==> src/rtl/wfi_pkg.sv <==
package wfi_pkg;
  localparam logic [31:0] WAIT_OPCODE = 32'h1050_0073;
endpackage

==> src/rtl/wfi_decode.sv <==
module wfi_decode
  import wfi_pkg::*;
(
  input  logic        id_valid,
  input  logic [31:0] id_instr,
  input  logic        ex_branch_taken,
  output logic        is_wait
);
  // Every bit of the word takes part in the compare.
  always_comb begin
    is_wait = id_valid && (id_instr == WAIT_OPCODE) && !ex_branch_taken;
  end
endmodule

==> src/rtl/wfi_wait_fsm.sv <==
module wfi_wait_fsm #(
  parameter int SLEEP_DELAY = 6
) (
  input  logic clk,
  input  logic rst_n,
  input  logic is_wait,
  input  logic wake,
  output logic in_wait,
  output logic core_sleep
);
  localparam int CW = $clog2(SLEEP_DELAY + 1);
  localparam logic [CW-1:0] CNT_MAX  = CW'(SLEEP_DELAY);
  localparam logic [CW-1:0] CNT_LAST = CW'(SLEEP_DELAY - 1);

  logic [CW-1:0] drain_cnt;
  logic          wait_n, sleep_n;
  logic [CW-1:0] cnt_n;

  always_comb begin
    // A wake event takes priority over a new wait instruction.
    wait_n  = !wake && (is_wait || in_wait);
    cnt_n   = !in_wait ? '0 : ((drain_cnt == CNT_MAX) ? drain_cnt : drain_cnt + 1'b1);
    sleep_n = in_wait && !wake && (core_sleep || (drain_cnt == CNT_LAST));
  end

  always_ff @(posedge clk or negedge rst_n) begin
    if (!rst_n) begin
      in_wait    <= 1'b0;
      core_sleep <= 1'b0;
      drain_cnt  <= '0;
    end else begin
      in_wait    <= wait_n;
      core_sleep <= sleep_n;
      drain_cnt  <= cnt_n;
    end
  end

  p_wake_clears_r5: assert property (@(posedge clk) disable iff (!rst_n)
    wake |=> !in_wait);
  p_sleep_in_wait_r6: assert property (@(posedge clk) disable iff (!rst_n)
    core_sleep |-> in_wait);
  p_sleep_wake_r7: assert property (@(posedge clk) disable iff (!rst_n)
    (core_sleep && wake) |=> (!core_sleep && !in_wait));
endmodule

==> src/rtl/wfi_resume_pipe.sv <==
module wfi_resume_pipe #(
  parameter int RESUME_LAT = 2
) (
  input  logic clk,
  input  logic rst_n,
  input  logic in_wait,
  input  logic fetch_en,
  input  logic dbg_mode,
  output logic fetch_resume
);
  logic                  wait_prev;
  logic                  wait_fell;
  logic [RESUME_LAT-1:0] stage;

  always_ff @(posedge clk or negedge rst_n) begin
    if (!rst_n) wait_prev <= 1'b0;
    else        wait_prev <= in_wait;
  end

  assign wait_fell = wait_prev && !in_wait;

  for (genvar i = 0; i < RESUME_LAT; i++) begin : g_stage
    logic src;
    if (i == 0) begin : g_head
      assign src = wait_fell;
    end else begin : g_body
      assign src = stage[i-1];
    end
    always_ff @(posedge clk or negedge rst_n) begin
      if (!rst_n) stage[i] <= 1'b0;
      else if (i == RESUME_LAT - 1) stage[i] <= src && fetch_en && !dbg_mode;
      else stage[i] <= src;
    end
  end

  assign fetch_resume = stage[RESUME_LAT-1];

  p_resume_pulse_r8: assert property (@(posedge clk) disable iff (!rst_n)
    fetch_resume |=> !fetch_resume);
endmodule

==> src/rtl/wfi_sleep_ctrl.sv <==
module wfi_sleep_ctrl #(
  parameter int NUM_IRQ     = 32,
  parameter int SLEEP_DELAY = 6,
  parameter int RESUME_LAT  = 2
) (
  input  logic               clk,
  input  logic               rst_n,
  input  logic               id_valid,
  input  logic [31:0]        id_instr,
  input  logic               ex_branch_taken,
  input  logic [NUM_IRQ-1:0] irq_pend_en,
  input  logic               dbg_req,
  input  logic               dbg_mode,
  input  logic               fetch_en,
  output logic               in_wait,
  output logic               core_sleep,
  output logic               fetch_resume
);
  logic is_wait;
  logic wake;

  assign wake = (|irq_pend_en) || dbg_req;

  wfi_decode u_decode (
    .id_valid        (id_valid),
    .id_instr        (id_instr),
    .ex_branch_taken (ex_branch_taken),
    .is_wait         (is_wait)
  );

  wfi_wait_fsm #(.SLEEP_DELAY(SLEEP_DELAY)) u_fsm (
    .clk        (clk),
    .rst_n      (rst_n),
    .is_wait    (is_wait),
    .wake       (wake),
    .in_wait    (in_wait),
    .core_sleep (core_sleep)
  );

  wfi_resume_pipe #(.RESUME_LAT(RESUME_LAT)) u_resume (
    .clk          (clk),
    .rst_n        (rst_n),
    .in_wait      (in_wait),
    .fetch_en     (fetch_en),
    .dbg_mode     (dbg_mode),
    .fetch_resume (fetch_resume)
  );

  p_enter_r4: assert property (@(posedge clk) disable iff (!rst_n)
    (is_wait && !wake) |=> in_wait);
  p_hold_r9: assert property (@(posedge clk) disable iff (!rst_n)
    (in_wait && !wake) |=> in_wait);
  p_resume_outside_r8: assert property (@(posedge clk) disable iff (!rst_n)
    fetch_resume |-> !in_wait);
endmodule

==> config.mk <==
export PLATFORM = sky130hd
export DESIGN_NAME = wfi_sleep_ctrl
export DESIGN_NICKNAME = d
export VERILOG_FILES = /design/src/rtl/wfi_pkg.sv /design/src/rtl/wfi_decode.sv /design/src/rtl/wfi_wait_fsm.sv /design/src/rtl/wfi_resume_pipe.sv /design/src/rtl/wfi_sleep_ctrl.sv
export SDC_FILE = /design/constraint.sdc
export NUM_CORES = 1
export LEC_CHECK = 0
export ABC_CLOCK_PERIOD_IN_PS = 1300
export BUFFER_PORTS_ARGS = -buffer_cell sky130_fd_sc_hd__buf_2
export CAP_MARGIN = 20
export CORE_MARGIN = 2
export CORE_UTILIZATION = 29
export CTS_CLUSTER_SIZE = 12
export DETAILED_ROUTE_END_ITERATION = 8
export PLACE_DENSITY = 0.79
export REMOVE_ABC_BUFFERS = 1
export SLEW_MARGIN = 10
export SYNTH_ARGS = -nofsm -noshare
export SYNTH_HDL_FRONTEND = slang
export SYNTH_SLANG_ARGS = --single-unit
==> constraint.sdc <==
create_clock -name clk -period 1.3 [get_ports clk]
set_input_delay 0.195 -clock clk [delete_from_list [all_inputs] [get_ports clk]]
set_output_delay 0.195 -clock clk [all_outputs]
set_load 0.05 [all_outputs]
==> flow_summary.rst, run 1 <==
.. list-table::
   :header-rows: 1

   * - Metric
     - Value
   * - Run status
     - finished clean
   * - Number of hold buffers added after CTS
     - 1
   * - Max-slew violations
     - 0
   * - Leading post-synthesis cells by cell area
     - sky130_fd_sc_hd__dfrtp_1, sky130_fd_sc_hd__nor4b_2, sky130_fd_sc_hd__nor4_1
   * - Number of CTS-inserted buffers
     - 3
   * - Pre-antenna DRT Iters
     - 4
   * - Sum of routed wire length over all layers
     - 1620 um
   * - Seq cells post-synth
     - 8
   * - Commonest non-fill, non-tap cell in the layout
     - sky130_fd_sc_hd__buf_2
   * - Residual antenna-violating net count after detailed routing
     - 0
   * - Area leader, netlist
     - sky130_fd_sc_hd__dfrtp_1
   * - Starting density of the core
     - 30.5%
   * - Diode insertion count for antenna repair
     - 0
   * - Clock Power Share
     - 32.4%
   * - Peak supply drop
     - 0.000282 V
   * - Worst path required time
     - 1.11 ns
   * - Simple-Gate Fraction of Synth Area
     - 44.1%
   * - Standard cell core area
     - 1710 um2
   * - Internal power component
     - 441 uW
   * - Number of nets in the final layout
     - 206
   * - Share of the clock period used by the worst path after layout
     - 92.5%
   * - Transition time of the tightest slew-check pin
     - 0.281 ns
   * - Final critical-path required period
     - 1.20 ns
   * - I/O pin cnt
     - 74
   * - Sum Neg Setup Slack
     - 0 ns
   * - Syn-to-layout area delta
     - 82.3%
   * - Portion of synthesized cell area occupied by the leading cell type
     - 38.4%
   * - Chain of cells forming the critical path
     - buf_2
   * - Part of the power in registers
     - 44.7%
   * - Leakage Power
     - 0.517 nW
   * - Critical Path Max Stage Delay
     - 0.46 ns
   * - HPWL after detailed placement
     - 1510 um
   * - Die area
     - 2150 um2
   * - Count of fill cells added during filler insertion
     - 165
   * - Switching share of power
     - 20.9%
   * - Total number of H-tree levels
     - 1
   * - 1st-iter DRT viols
     - 8
   * - Row Count
     - 15
   * - Clock slew seen by the registers of the worst setup and hold paths
     - 0.05 ns
   * - Arrival time at the worst endpoint
     - 1.01 ns
   * - Post-Syn Area per Cell
     - 9.84 um2
   * - CP endpoint kind
     - output port
   * - Yosys warning count
     - 0
   * - Total chip power
     - 558 uW
   * - All-Layer GR Usage
     - 14.4%
   * - Pin count of the biggest net entering global routing
     - 9
   * - Number of different library cells in the post-synthesis netlist
     - 22
   * - # Post-CTS Setup Buffers
     - 0
   * - DRC violation count after routing
     - 0
   * - Number of instances in the synthesized netlist
     - 53
   * - Util after Layout
     - 55.7%
   * - Kind of critical path
     - reg -> out
   * - Fraction of the mapped netlist area in adder cells
     - 7.19%
   * - Per-cell via count in the routed design
     - 4.59
   * - Via count of the first global-routing pass
     - 583
   * - Number of hold-slack violations in the final timing report
     - 0
   * - Max-Cap Viols
     - 0
   * - Share of cells above drive strength 1
     - 62.3%
   * - Buffers from clock root to sink, at most
     - 2
   * - Proportion of power drawn by combinational gates
     - 22.9%
   * - Critical path's slowest cell
     - sky130_fd_sc_hd__dfrtp_1
   * - Source-to-sink clock delay at the later pin of the worst-skew pair
     - 0.25 ns
   * - Area fraction in compound gates after synthesis
     - 6.47%
   * - Power Density
     - 587 nW/um2
   * - Slew headroom
     - 81.1%
   * - Peak fanout along the critical path
     - 8
   * - Netlist area before placement
     - 522 um2
   * - Resize count post-CTS
     - 0
   * - Total buffers and inverters traversed by the critical path
     - 1
   * - Switching pwr
     - 117 uW
   * - Classification of the worst-slack hold path
     - in -> reg
   * - Type of origin of the critical path
     - register
   * - GR Overflow Total
     - 0
   * - Routed len/inst
     - 10.5 um
   * - Clock sink count
     - 8
   * - Global-route wire length before repair
     - 2240 um
   * - Multiplexer fraction of the synthesized cell area
     - 0%
   * - Clock tree from TritonCTS
     - built
   * - Clock root buffer
     - sky130_fd_sc_hd__clkbuf_4
   * - Gp weighted congestion
     - 0.722
   * - XOR/XNOR Fraction of Synth Area
     - 1.68%
   * - Worst clock skew on the final layout
     - 0.00223 ns
   * - Initial antenna violation count
     - 0
   * - Sequential fraction of the synthesis area
     - 38.4%
   * - Final Setup Violations
     - 0
   * - RSZ-0062 raised after global routing
     - false
   * - Largest delay share family, worst path
     - flip-flops
   * - Vias after detailed routing
     - 712
   * - Top achievable clock speed
     - 832 MHz
   * - Die width
     - 46.4 um
   * - Most used cells in the layout excluding fill and tap cells
     - sky130_fd_sc_hd__buf_2, sky130_fd_sc_hd__nor4_1, sky130_fd_sc_hd__dfrtp_1
   * - Count of input and output buffers
     - 73
   * - Die Span Y
     - 46.4 um
   * - Largest family of logic cells by synthesized area
     - simple AND/OR/NAND/NOR gates
Yosys cell counts, drive strengths merged:
master,instances
a31oi,1
nor4b,5
or3,1
nor4,9
inv,3
and3b,1
o21a,1
a21oi,1
o21ai,1
o211a,1
nand3,1
xnor2,1
dfrtp,8
nand2,5
nor2b,1
nand4,3
ha,3
nor3,1
nor2,4
and2,1
nor4bb,1
final cells by class:
cell class,count,area (um2),share of cell area [%]
tap,25,31.3,3.29
multi-input combinational,42,310,32.6
clock buffer,3,22.5,2.37
inverter,3,11.3,1.18
sequential,8,200,21.1
timing repair buffer,74,375,39.5
per-stage QoR:
stage	area [um2]	hold WS (ns)	std cells	setup WS [ns]
finish	951	0.0920	155	0.0976
global route	951	0.0779	155	0.0399
CTS	951	0.0824	155	0.0840
detailed placement	918	0.0443	151	0.0602
global placement	918	0.0420	151	0.0746
floorplan	522	-0.101	53	0.226
worst register-to-register path, delay by kind of cell, from the launching register on:
kind,cells,cell delay [ns]
XOR/XNOR,1,0.14
adder cells (fa/ha/maj),1,0.17
buffers and inverters,1,0.10
flip-flops,1,0.40
AND/OR/NAND/NOR,2,0.25
state kept, by name, summed over array words and instances (netlist names):
register               cells
u_fsm.drain_cnt            3
u_fsm.core_sleep           1
u_fsm.in_wait              1
u_resume.fetch_resume      1
u_resume.g_stage.src       1
u_resume.wait_prev         1
power by group through the flow:
stage          clock network, mW  logic [mW]  registers, mW
6_report                   0.181       0.128          0.249
3_5_place_dp                   0       0.127          0.254
2_1_floorplan                  0      0.0164          0.254
4_1_cts                    0.192       0.129          0.249
3_3_place_gp                   0       0.123          0.254
5_1_grt                    0.205       0.141          0.249
metal layers:
layer  track usage, %  share of wire [%]  up-vias
li1                 -                  -      358
met1             18.5                 38      309
met2             23.6                 52       43
met3             2.75                9.4        2
met4             5.14               0.37        0
met5                0                  0        -
worst paths after layout:
kind / from / endpoint / slack [ns] / cells past startpoint
max in group asynchronous: rst_n / u_fsm.in_wait / 0.81 / 2
worst min register to register: u_resume.wait_prev / u_resume.g_stage[1].src / 0.46 / 1
min in group asynchronous: rst_n / u_resume.g_stage[1].src / 0.32 / 2
worst max-delay path: u_fsm.in_wait / in_wait / 0.1 / 1
worst min-delay path: dbg_mode / u_resume.fetch_resume / 0.09 / 2
worst max register to register: u_fsm.drain_cnt[0] / u_fsm.drain_cnt[0] / 0.14 / 5
cell families (layout without fill, tap and decap cells):
group           count (synthesis)  after routing
simple gates                   33             33
flops                           8              8
compound gates                  5              5
fa+ha+maj                       3              3
buf+inv                         3             80
xor+xnor                        1              1
Note: power is estimated with default switching activity, not from simulation.
==> run 2: changes to the inputs <==
--- a/config.mk
+++ b/config.mk
@@ -5,14 +5,15 @@
 export SDC_FILE = /design/constraint.sdc
 export NUM_CORES = 1
 export LEC_CHECK = 0
+export ABC_AREA = 1
 export ABC_CLOCK_PERIOD_IN_PS = 1300
 export BUFFER_PORTS_ARGS = -buffer_cell sky130_fd_sc_hd__buf_2
 export CAP_MARGIN = 20
 export CORE_MARGIN = 2
-export CORE_UTILIZATION = 29
+export CORE_UTILIZATION = 34
 export CTS_CLUSTER_SIZE = 12
 export DETAILED_ROUTE_END_ITERATION = 8
-export PLACE_DENSITY = 0.79
+export PLACE_DENSITY = 0.81
 export REMOVE_ABC_BUFFERS = 1
 export SLEW_MARGIN = 10
 export SYNTH_ARGS = -nofsm -noshare
==> flow_summary.rst, run 2 <==
.. list-table::
   :header-rows: 1

   * - Metric
     - Value
   * - Die Span Y
     - 48.6 um (+4.8%)
   * - Post-Syn Area per Cell
     - 5.99 um2 (-39%)
   * - Commonest non-fill, non-tap cell in the layout
     - sky130_fd_sc_hd__buf_2
   * - Syn-to-layout area delta
     - 63.8%
   * - HPWL after detailed placement
     - 1730 um (+15%)
   * - Top achievable clock speed
     - 800 MHz (-3.8%)
   * - Primary flip-flop cell chosen by synthesis mapping
     - sky130_fd_sc_hd__dfrtp_1
   * - GR Overflow Total
     - 0 (unchanged)
   * - Sequential fraction of the synthesis area
     - 29.6% (-8.8 points)
   * - Clock slew seen by the registers of the worst setup and hold paths
     - 0.05 ns (about the same)
   * - Run status
     - finished clean
   * - Arrival time at the worst endpoint
     - 1.06 ns (+0.05 ns)
   * - Most common library cells after synthesis
     - sky130_fd_sc_hd__nor2_1, sky130_fd_sc_hd__nand2_1, sky130_fd_sc_hd__inv_1, sky130_fd_sc_hd__dfrtp_1, sky130_fd_sc_hd__nand3_1
   * - Count of flip-flops with a built-in enable after synthesis
     - 0 (unchanged)
   * - Source-to-sink clock delay at the later pin of the worst-skew pair
     - 0.25 ns (about the same)
   * - Sum of routed wire length over all layers
     - 1910 um (+18%)
   * - Critical Path Max Stage Delay
     - 0.49 ns (+0.03 ns)
   * - RSZ-0062 raised after global routing
     - false
   * - Final critical-path required period
     - 1.25 ns (+0.0477 ns)
   * - Largest delay share family, worst path
     - flip-flops
   * - Row Count
     - 16 (+1)
   * - Buffers from clock root to sink, at most
     - 2 (unchanged)
   * - Peak supply drop
     - 0.000288 V (+1.9%)
   * - Starting density of the core
     - 35.2% (+4.7 points)
   * - Clock tree from TritonCTS
     - built
   * - Worst path required time
     - 1.11 ns (about the same)
   * - Most flop-heavy register
     - u_fsm.drain_cnt
   * - Yosys warning count
     - 0 (unchanged)
   * - Kind of critical path
     - reg -> out
   * - Leakage Power
     - 0.627 nW (+21%)
   * - Portion of synthesized cell area occupied by the leading cell type
     - 29.6% (-8.8 points)
   * - Number of instances in the synthesized netlist
     - 113 (+110%)
   * - CP endpoint kind
     - output port
   * - Netlist area before placement
     - 677 um2 (+30%)
   * - Number of different library cells in the post-synthesis netlist
     - 19 (-14%)
   * - Count of input and output buffers
     - 73 (unchanged)
   * - Share of the clock period used by the worst path after layout
     - 96.2% (+3.7 points)
   * - Slew headroom
     - 82.2% (+1.1 points)
   * - Via count of the first global-routing pass
     - 869 (+49%)
   * - Routed len/inst
     - 8.82 um (-16%)
   * - Total number of H-tree levels
     - 1 (unchanged)
   * - Post-layout instance area
     - 1110 um2 (+17%)
   * - Number of CTS-inserted buffers
     - 3 (unchanged)
   * - Number of nets in the final layout
     - 266 (+29%)
   * - Chain of cells forming the critical path
     - buf_2
   * - Total chip power
     - 595 uW (+6.6%)
   * - Flip-flop count of the largest register after layout
     - 3 (unchanged)
   * - Util after Layout
     - 57.7% (+2.0 points)
   * - Leading post-synthesis cells by cell area
     - sky130_fd_sc_hd__dfrtp_1, sky130_fd_sc_hd__nor2_1, sky130_fd_sc_hd__nand2_1
   * - Per-cell via count in the routed design
     - 4.42 (-3.8%)
   * - Max-slew violations
     - 0 (unchanged)
   * - Pin count of the biggest net entering global routing
     - 9 (unchanged)
   * - Share of synthesized registers carrying an async set or reset
     - 100% (unchanged)
   * - Initial antenna violation count
     - 0 (unchanged)
   * - Classification of the worst-slack hold path
     - in -> reg
   * - Most used cells in the layout excluding fill and tap cells
     - sky130_fd_sc_hd__buf_2, sky130_fd_sc_hd__nor2_1, sky130_fd_sc_hd__nand2_1
   * - Critical path's slowest cell
     - sky130_fd_sc_hd__dfrtp_1
   * - Peak fanout along the critical path
     - 8 (unchanged)
   * - Number of hold-slack violations in the final timing report
     - 0 (unchanged)
   * - Instance area at placement
     - 1080 um2 (+17%)
   * - Power Density
     - 537 nW/um2 (-8.5%)
   * - Most common cell in the netlist
     - sky130_fd_sc_hd__nor2_1
   * - All-Layer GR Usage
     - 15.9% (+1.6 points)
   * - R2R depth
     - 5 (unchanged)
   * - Type of origin of the critical path
     - register
   * - Sum Neg Setup Slack
     - 0 ns (unchanged)
   * - Vias after detailed routing
     - 959 (+35%)
   * - Max-Cap Viols
     - 0 (unchanged)
   * - Seq cells post-synth
     - 8 (unchanged)
   * - Standard cell core area
     - 1920 um2 (+13%)
   * - Gp weighted congestion
     - 0.704 (-2.6%)
   * - Share of cells above drive strength 1
     - 43.7% (-19 points)
   * - WHS Path Cells
     - 2 (unchanged)
   * - Clock root buffer
     - sky130_fd_sc_hd__clkbuf_4
   * - Clock sink count
     - 8 (unchanged)
   * - Worst clock skew on the final layout
     - 0.00524 ns (+0.00301 ns)
   * - Area leader, netlist
     - sky130_fd_sc_hd__dfrtp_1
   * - Depth of the critical timing path with buffers and inverters included
     - 1 (unchanged)
   * - Final Setup Violations
     - 0 (unchanged)
   * - Diode insertion count for antenna repair
     - 0 (unchanged)
   * - 1st-iter DRT viols
     - 2 (-6)
   * - Die width
     - 48.6 um (+4.8%)
   * - Pre-antenna DRT Iters
     - 2 (-2)
   * - Total buffers and inverters traversed by the critical path
     - 1 (unchanged)
   * - Die area
     - 2360 um2 (+9.7%)
   * - I/O pin cnt
     - 74 (unchanged)
   * - DRC violation count after routing
     - 0 (unchanged)
   * - Global-route wire length before repair
     - 3040 um (+36%)
   * - Residual antenna-violating net count after detailed routing
     - 0 (unchanged)
   * - Transition time of the tightest slew-check pin
     - 0.267 ns (-0.0141 ns)
-- run 2: worst paths after layout --
kind / start / slack [ns] / to
worst max-delay path: u_fsm.in_wait / 0.05 / in_wait
worst min-delay path: dbg_mode / 0.09 / u_resume.fetch_resume
worst max register to register: u_fsm.drain_cnt[0] / 0.15 / u_fsm.drain_cnt[0]
worst min register to register: u_resume.wait_prev / 0.46 / u_resume.g_stage[1].src
max in group asynchronous: rst_n / 0.82 / u_resume.fetch_resume
min in group asynchronous: rst_n / 0.31 / u_resume.g_stage[1].src
-- run 2: layout make-up --
cell class | count | area [um2]
repair buffers | 74 | 375
clock buffers | 3 | 22.5
well taps | 27 | 33.8
inverters | 11 | 41.3
multi-input cells | 94 | 435
fillers | 211 | 813
flip-flops and latches | 8 | 200
-- run 2: repair_timing --
item | 4_1_cts | 5_1_grt
setup buffers | 0 | 0
endpoints found under the setup margin | 0 | 0
hold buffers | 1 | 0
gates resized for setup | 0 | 0
hold endpoints to repair | 8 | 0
-- run 2: power by group --
| part | switching, mW | total [mW] | leakage (nW) | internal [mW] |
|---|---|---|---|---|
| Clock | 0.0818 | 0.187 | 0.0138 | 0.105 |
| Combinational | 0.0623 | 0.158 | 0.501 | 0.0959 |
| Sequential | 0 | 0.249 | 0.112 | 0.249 |
| Total | 0.144 | 0.595 | 0.627 | 0.451 |
-- run 2: logic make-up (layout without fill, tap and decap cells) --
group / Yosys count / count (layout) / synth area share (%)
AO/OA/AOI/OAI: 5 / 5 / 3.88
buffers and inverters: 11 / 88 / 6.10
AND/OR/NAND/NOR: 86 / 86 / 54.9
adder cells (fa/ha/maj): 3 / 3 / 5.55
flip-flops: 8 / 8 / 29.6
-- run 2: metal layers --
metal  track usage (%)  part of all wire, %  vias to the layer above
met5                 0                    0                        -
met4              4.29                    0                        0
met3              2.78                  7.7                        0
met2              33.8                   56                       41
met1              15.1                   36                      416
li1                  -                    -                      502
-- run 2: through the flow --
step,setup slack (ns),instances,hold WS (ns)
after floorplan,0.0646,113,-0.101
after global placement,0.281,213,0.0391
final,0.0499,217,0.0915
after detailed placement,0.154,213,0.0458
after CTS,0.0327,217,0.0807
after global routing,0.00168,217,0.0849
==> run 3: changes to the inputs <==
--- a/config.mk
+++ b/config.mk
@@ -13,6 +13,7 @@
 export CORE_UTILIZATION = 34
 export CTS_CLUSTER_SIZE = 12
 export DETAILED_ROUTE_END_ITERATION = 8
+export GPL_ROUTABILITY_DRIVEN = 0
 export PLACE_DENSITY = 0.81
 export REMOVE_ABC_BUFFERS = 1
 export SLEW_MARGIN = 10
==> constraint.sdc (replaced) <==
create_clock -name clk -period 1.3 [get_ports clk]
set_input_delay 0.26 -clock clk [delete_from_list [all_inputs] [get_ports clk]]
set_output_delay 0.26 -clock clk [all_outputs]
set_load 0.05 [all_outputs]
==> flow_summary.rst, run 3 (same netlist as run 2, synthesis figures left out) <==
.. list-table::
   :header-rows: 1

   * - Metric
     - Value
   * - Count of fill cells added during filler insertion
     - 208 (-1.4%)
   * - 1st-iter DRT viols
     - 11 (+9)
   * - Slew headroom
     - 83.5% (+1.3 points)
   * - Flip-flop count of the largest register after layout
     - 3 (unchanged)
   * - Initial antenna violation count
     - 0 (unchanged)
   * - Vias after detailed routing
     - 929 (-3.1%)
   * - Source-to-sink clock delay at the later pin of the worst-skew pair
     - 0.25 ns (about the same)
   * - Syn-to-layout area delta
     - 64.3%
   * - Global-route track usage on met3
     - 4.01% (+1.2 points)
   * - Switching pwr
     - 138 uW (-4.3%)
   * - Met1 routing resource usage after global routing
     - 16.7% (+1.6 points)
   * - Peak supply drop
     - 0.000396 V (+38%)
   * - Die width
     - 48.6 um (unchanged)
   * - Per-cell via count in the routed design
     - 4.28 (-3.1%)
   * - Starting density of the core
     - 35.2% (unchanged)
   * - Type of origin of the critical path
     - register
   * - Routed len/inst
     - 8.28 um (-6.1%)
   * - Share of cells above drive strength 1
     - 44.2% (+0.53 points)
   * - Row Count
     - 16 (unchanged)
   * - Hold Crit Start
     - dbg_mode
   * - Total number of H-tree levels
     - 1 (unchanged)
   * - Max-Cap Viols
     - 0 (unchanged)
   * - Kind of critical path
     - reg -> out
   * - Die Span Y
     - 48.6 um (unchanged)
   * - Util after Layout
     - 57.9% (+0.20 points)
   * - Sum of routed wire length over all layers
     - 1800 um (-6.1%)
   * - Global route hottest layer
     - met2
   * - Internal power component
     - 450 uW (about the same)
   * - Worst clock skew on the final layout
     - 0.00397 ns (-0.00127 ns)
   * - Critical Path Max Stage Delay
     - 0.46 ns (-0.03 ns)
   * - Most used cells in the layout excluding fill and tap cells
     - sky130_fd_sc_hd__buf_2, sky130_fd_sc_hd__nor2_1, sky130_fd_sc_hd__nand2_1
   * - Sequential cell area in the final layout
     - 201 um2 (+0.62%)
   * - Area taken by multi-input logic gates
     - 435 um2 (unchanged)
   * - HPWL after detailed placement
     - 1630 um (-5.6%)
   * - Diode insertion count for antenna repair
     - 0 (unchanged)
   * - Total buffers and inverters traversed by the critical path
     - 1 (unchanged)
   * - Clock root buffer
     - sky130_fd_sc_hd__clkbuf_4
   * - Pin count of the biggest net entering global routing
     - 9 (unchanged)
   * - Clock Power Share
     - 30.8% (-0.7 points)
   * - Proportion of power drawn by combinational gates
     - 26.8% (+0.2 points)
   * - DRC violation count after routing
     - 0 (unchanged)
   * - Number of nets in the final layout
     - 266 (unchanged)
   * - All-Layer GR Usage
     - 15.6% (-0.39 points)
   * - Transition time of the tightest slew-check pin
     - 0.249 ns (-0.0182 ns)
   * - Commonest non-fill, non-tap cell in the layout
     - sky130_fd_sc_hd__buf_2
   * - Power Density
     - 529 nW/um2 (-1.4%)
   * - CP endpoint kind
     - output port
   * - Sum Neg Setup Slack
     - 0 ns (unchanged)
   * - Share of the clock period used by the worst path after layout
     - 90.3% (-5.9 points)
   * - Run status
     - finished clean
   * - Critical path's slowest cell
     - sky130_fd_sc_hd__dfrtp_2
   * - Met2 usage
     - 29.9% (-3.9 points)
   * - Die area
     - 2360 um2 (unchanged)
   * - Number of hold-slack violations in the final timing report
     - 0 (unchanged)
   * - Largest delay share family, worst path
     - flip-flops
   * - Global-route wire length before repair
     - 2990 um (-1.8%)
   * - RSZ-0062 raised after global routing
     - false
   * - GR Overflow Total
     - 0 (unchanged)
   * - Number of CTS-inserted buffers
     - 3 (unchanged)
   * - Max-slew violations
     - 0 (unchanged)
   * - CP startpoint
     - u_fsm.in_wait
   * - I/O pin cnt
     - 74 (unchanged)
   * - Arrival time at the worst endpoint
     - 0.91 ns (-0.15 ns)
   * - Standard cell core area
     - 1920 um2 (unchanged)
   * - Final critical-path required period
     - 1.17 ns (-0.0764 ns)
   * - Leakage Power
     - 0.625 nW (-0.29%)
   * - Buffers from clock root to sink, at most
     - 2 (unchanged)
   * - Peak fanout along the critical path
     - 8 (unchanged)
   * - Chain of cells forming the critical path
     - buf_4
   * - Worst path required time
     - 1.04 ns (-0.07 ns)
   * - Switching share of power
     - 23.4% (-0.79 points)
   * - Part of the power in registers
     - 42.4% (+0.5 points)
   * - Residual antenna-violating net count after detailed routing
     - 0 (unchanged)
   * - Most flop-heavy register
     - u_fsm.drain_cnt
   * - Top achievable clock speed
     - 852 MHz (+6.5%)
   * - Classification of the worst-slack hold path
     - in -> reg
   * - Clock tree from TritonCTS
     - built
   * - Final Setup Violations
     - 0 (unchanged)
   * - Reg2Reg Launch Point
     - u_fsm.drain_cnt[0]
   * - Pre-antenna DRT Iters
     - 2 (unchanged)
   * - Clock slew seen by the registers of the worst setup and hold paths
     - 0.05 ns (about the same)
   * - Via count of the first global-routing pass
     - 828 (-4.7%)
   * - Count of input and output buffers
     - 73 (unchanged)
   * - Clock sink count
     - 8 (unchanged)
[run 3: timing repair]
item                                    in CTS  in global routing
buffers inserted                             0                  0
hold endpoints to repair                     8                  0
pin swaps                                    0                  0
resized for setup                            1                  1
hold buffers                                 1                  0
endpoints found under the setup margin       1                  1
[run 3: worst paths after layout]
kind	to	cells after the start	slack [ns]
max in group asynchronous	u_fsm.in_wait	2	0.74
worst min-delay path	u_resume.fetch_resume	2	0.16
worst max-delay path	in_wait	1	0.13
worst min register to register	u_resume.g_stage[1].src	2	0.45
worst max register to register	u_fsm.drain_cnt[1]	5	0.18
min in group asynchronous	u_fsm.drain_cnt[2]	2	0.38
[run 3: area by class of cell]
class	instances	share of cell area [%]
inverters	11	3.71
clock buffers	3	2.02
multi-input cells	94	39.1
flip-flops and latches	8	18.1
repair buffers	74	34.0
well taps	27	3.04
[run 3: metal layers]
metal | share of wire, % | wire (um) | vias up
met5 | 0 | 0 | -
met4 | 0 | 0 | 0
met3 | 8.4 | 151 | 0
met2 | 54 | 963 | 41
met1 | 38 | 682 | 388
li1 | - | - | 500
[run 3: power by group through the flow]
| stage | Combinational (mW) | Sequential (mW) | Clock, mW |
|---|---|---|---|
| after floorplan | 0.0416 | 0.254 | 0 |
| after global placement | 0.150 | 0.254 | 0 |
| after detailed placement | 0.157 | 0.254 | 0 |
| after CTS | 0.160 | 0.249 | 0.187 |
| after global routing | 0.180 | 0.249 | 0.201 |
| final | 0.158 | 0.249 | 0.181 |
[run 3: stage by stage]
step	instance area (um2)	instances	power [mW]	worst slack (ns)	hold WS, ns
2_1_floorplan	677	113	0.295	0.0646	-0.0356
3_3_place_gp	1080	213	0.404	0.223	0.105
3_5_place_dp	1080	213	0.410	0.189	0.107
4_1_cts	1110	217	0.596	0.0379	0.163
5_1_grt	1110	217	0.630	0.0271	0.157
6_report	1110	217	0.588	0.126	0.164
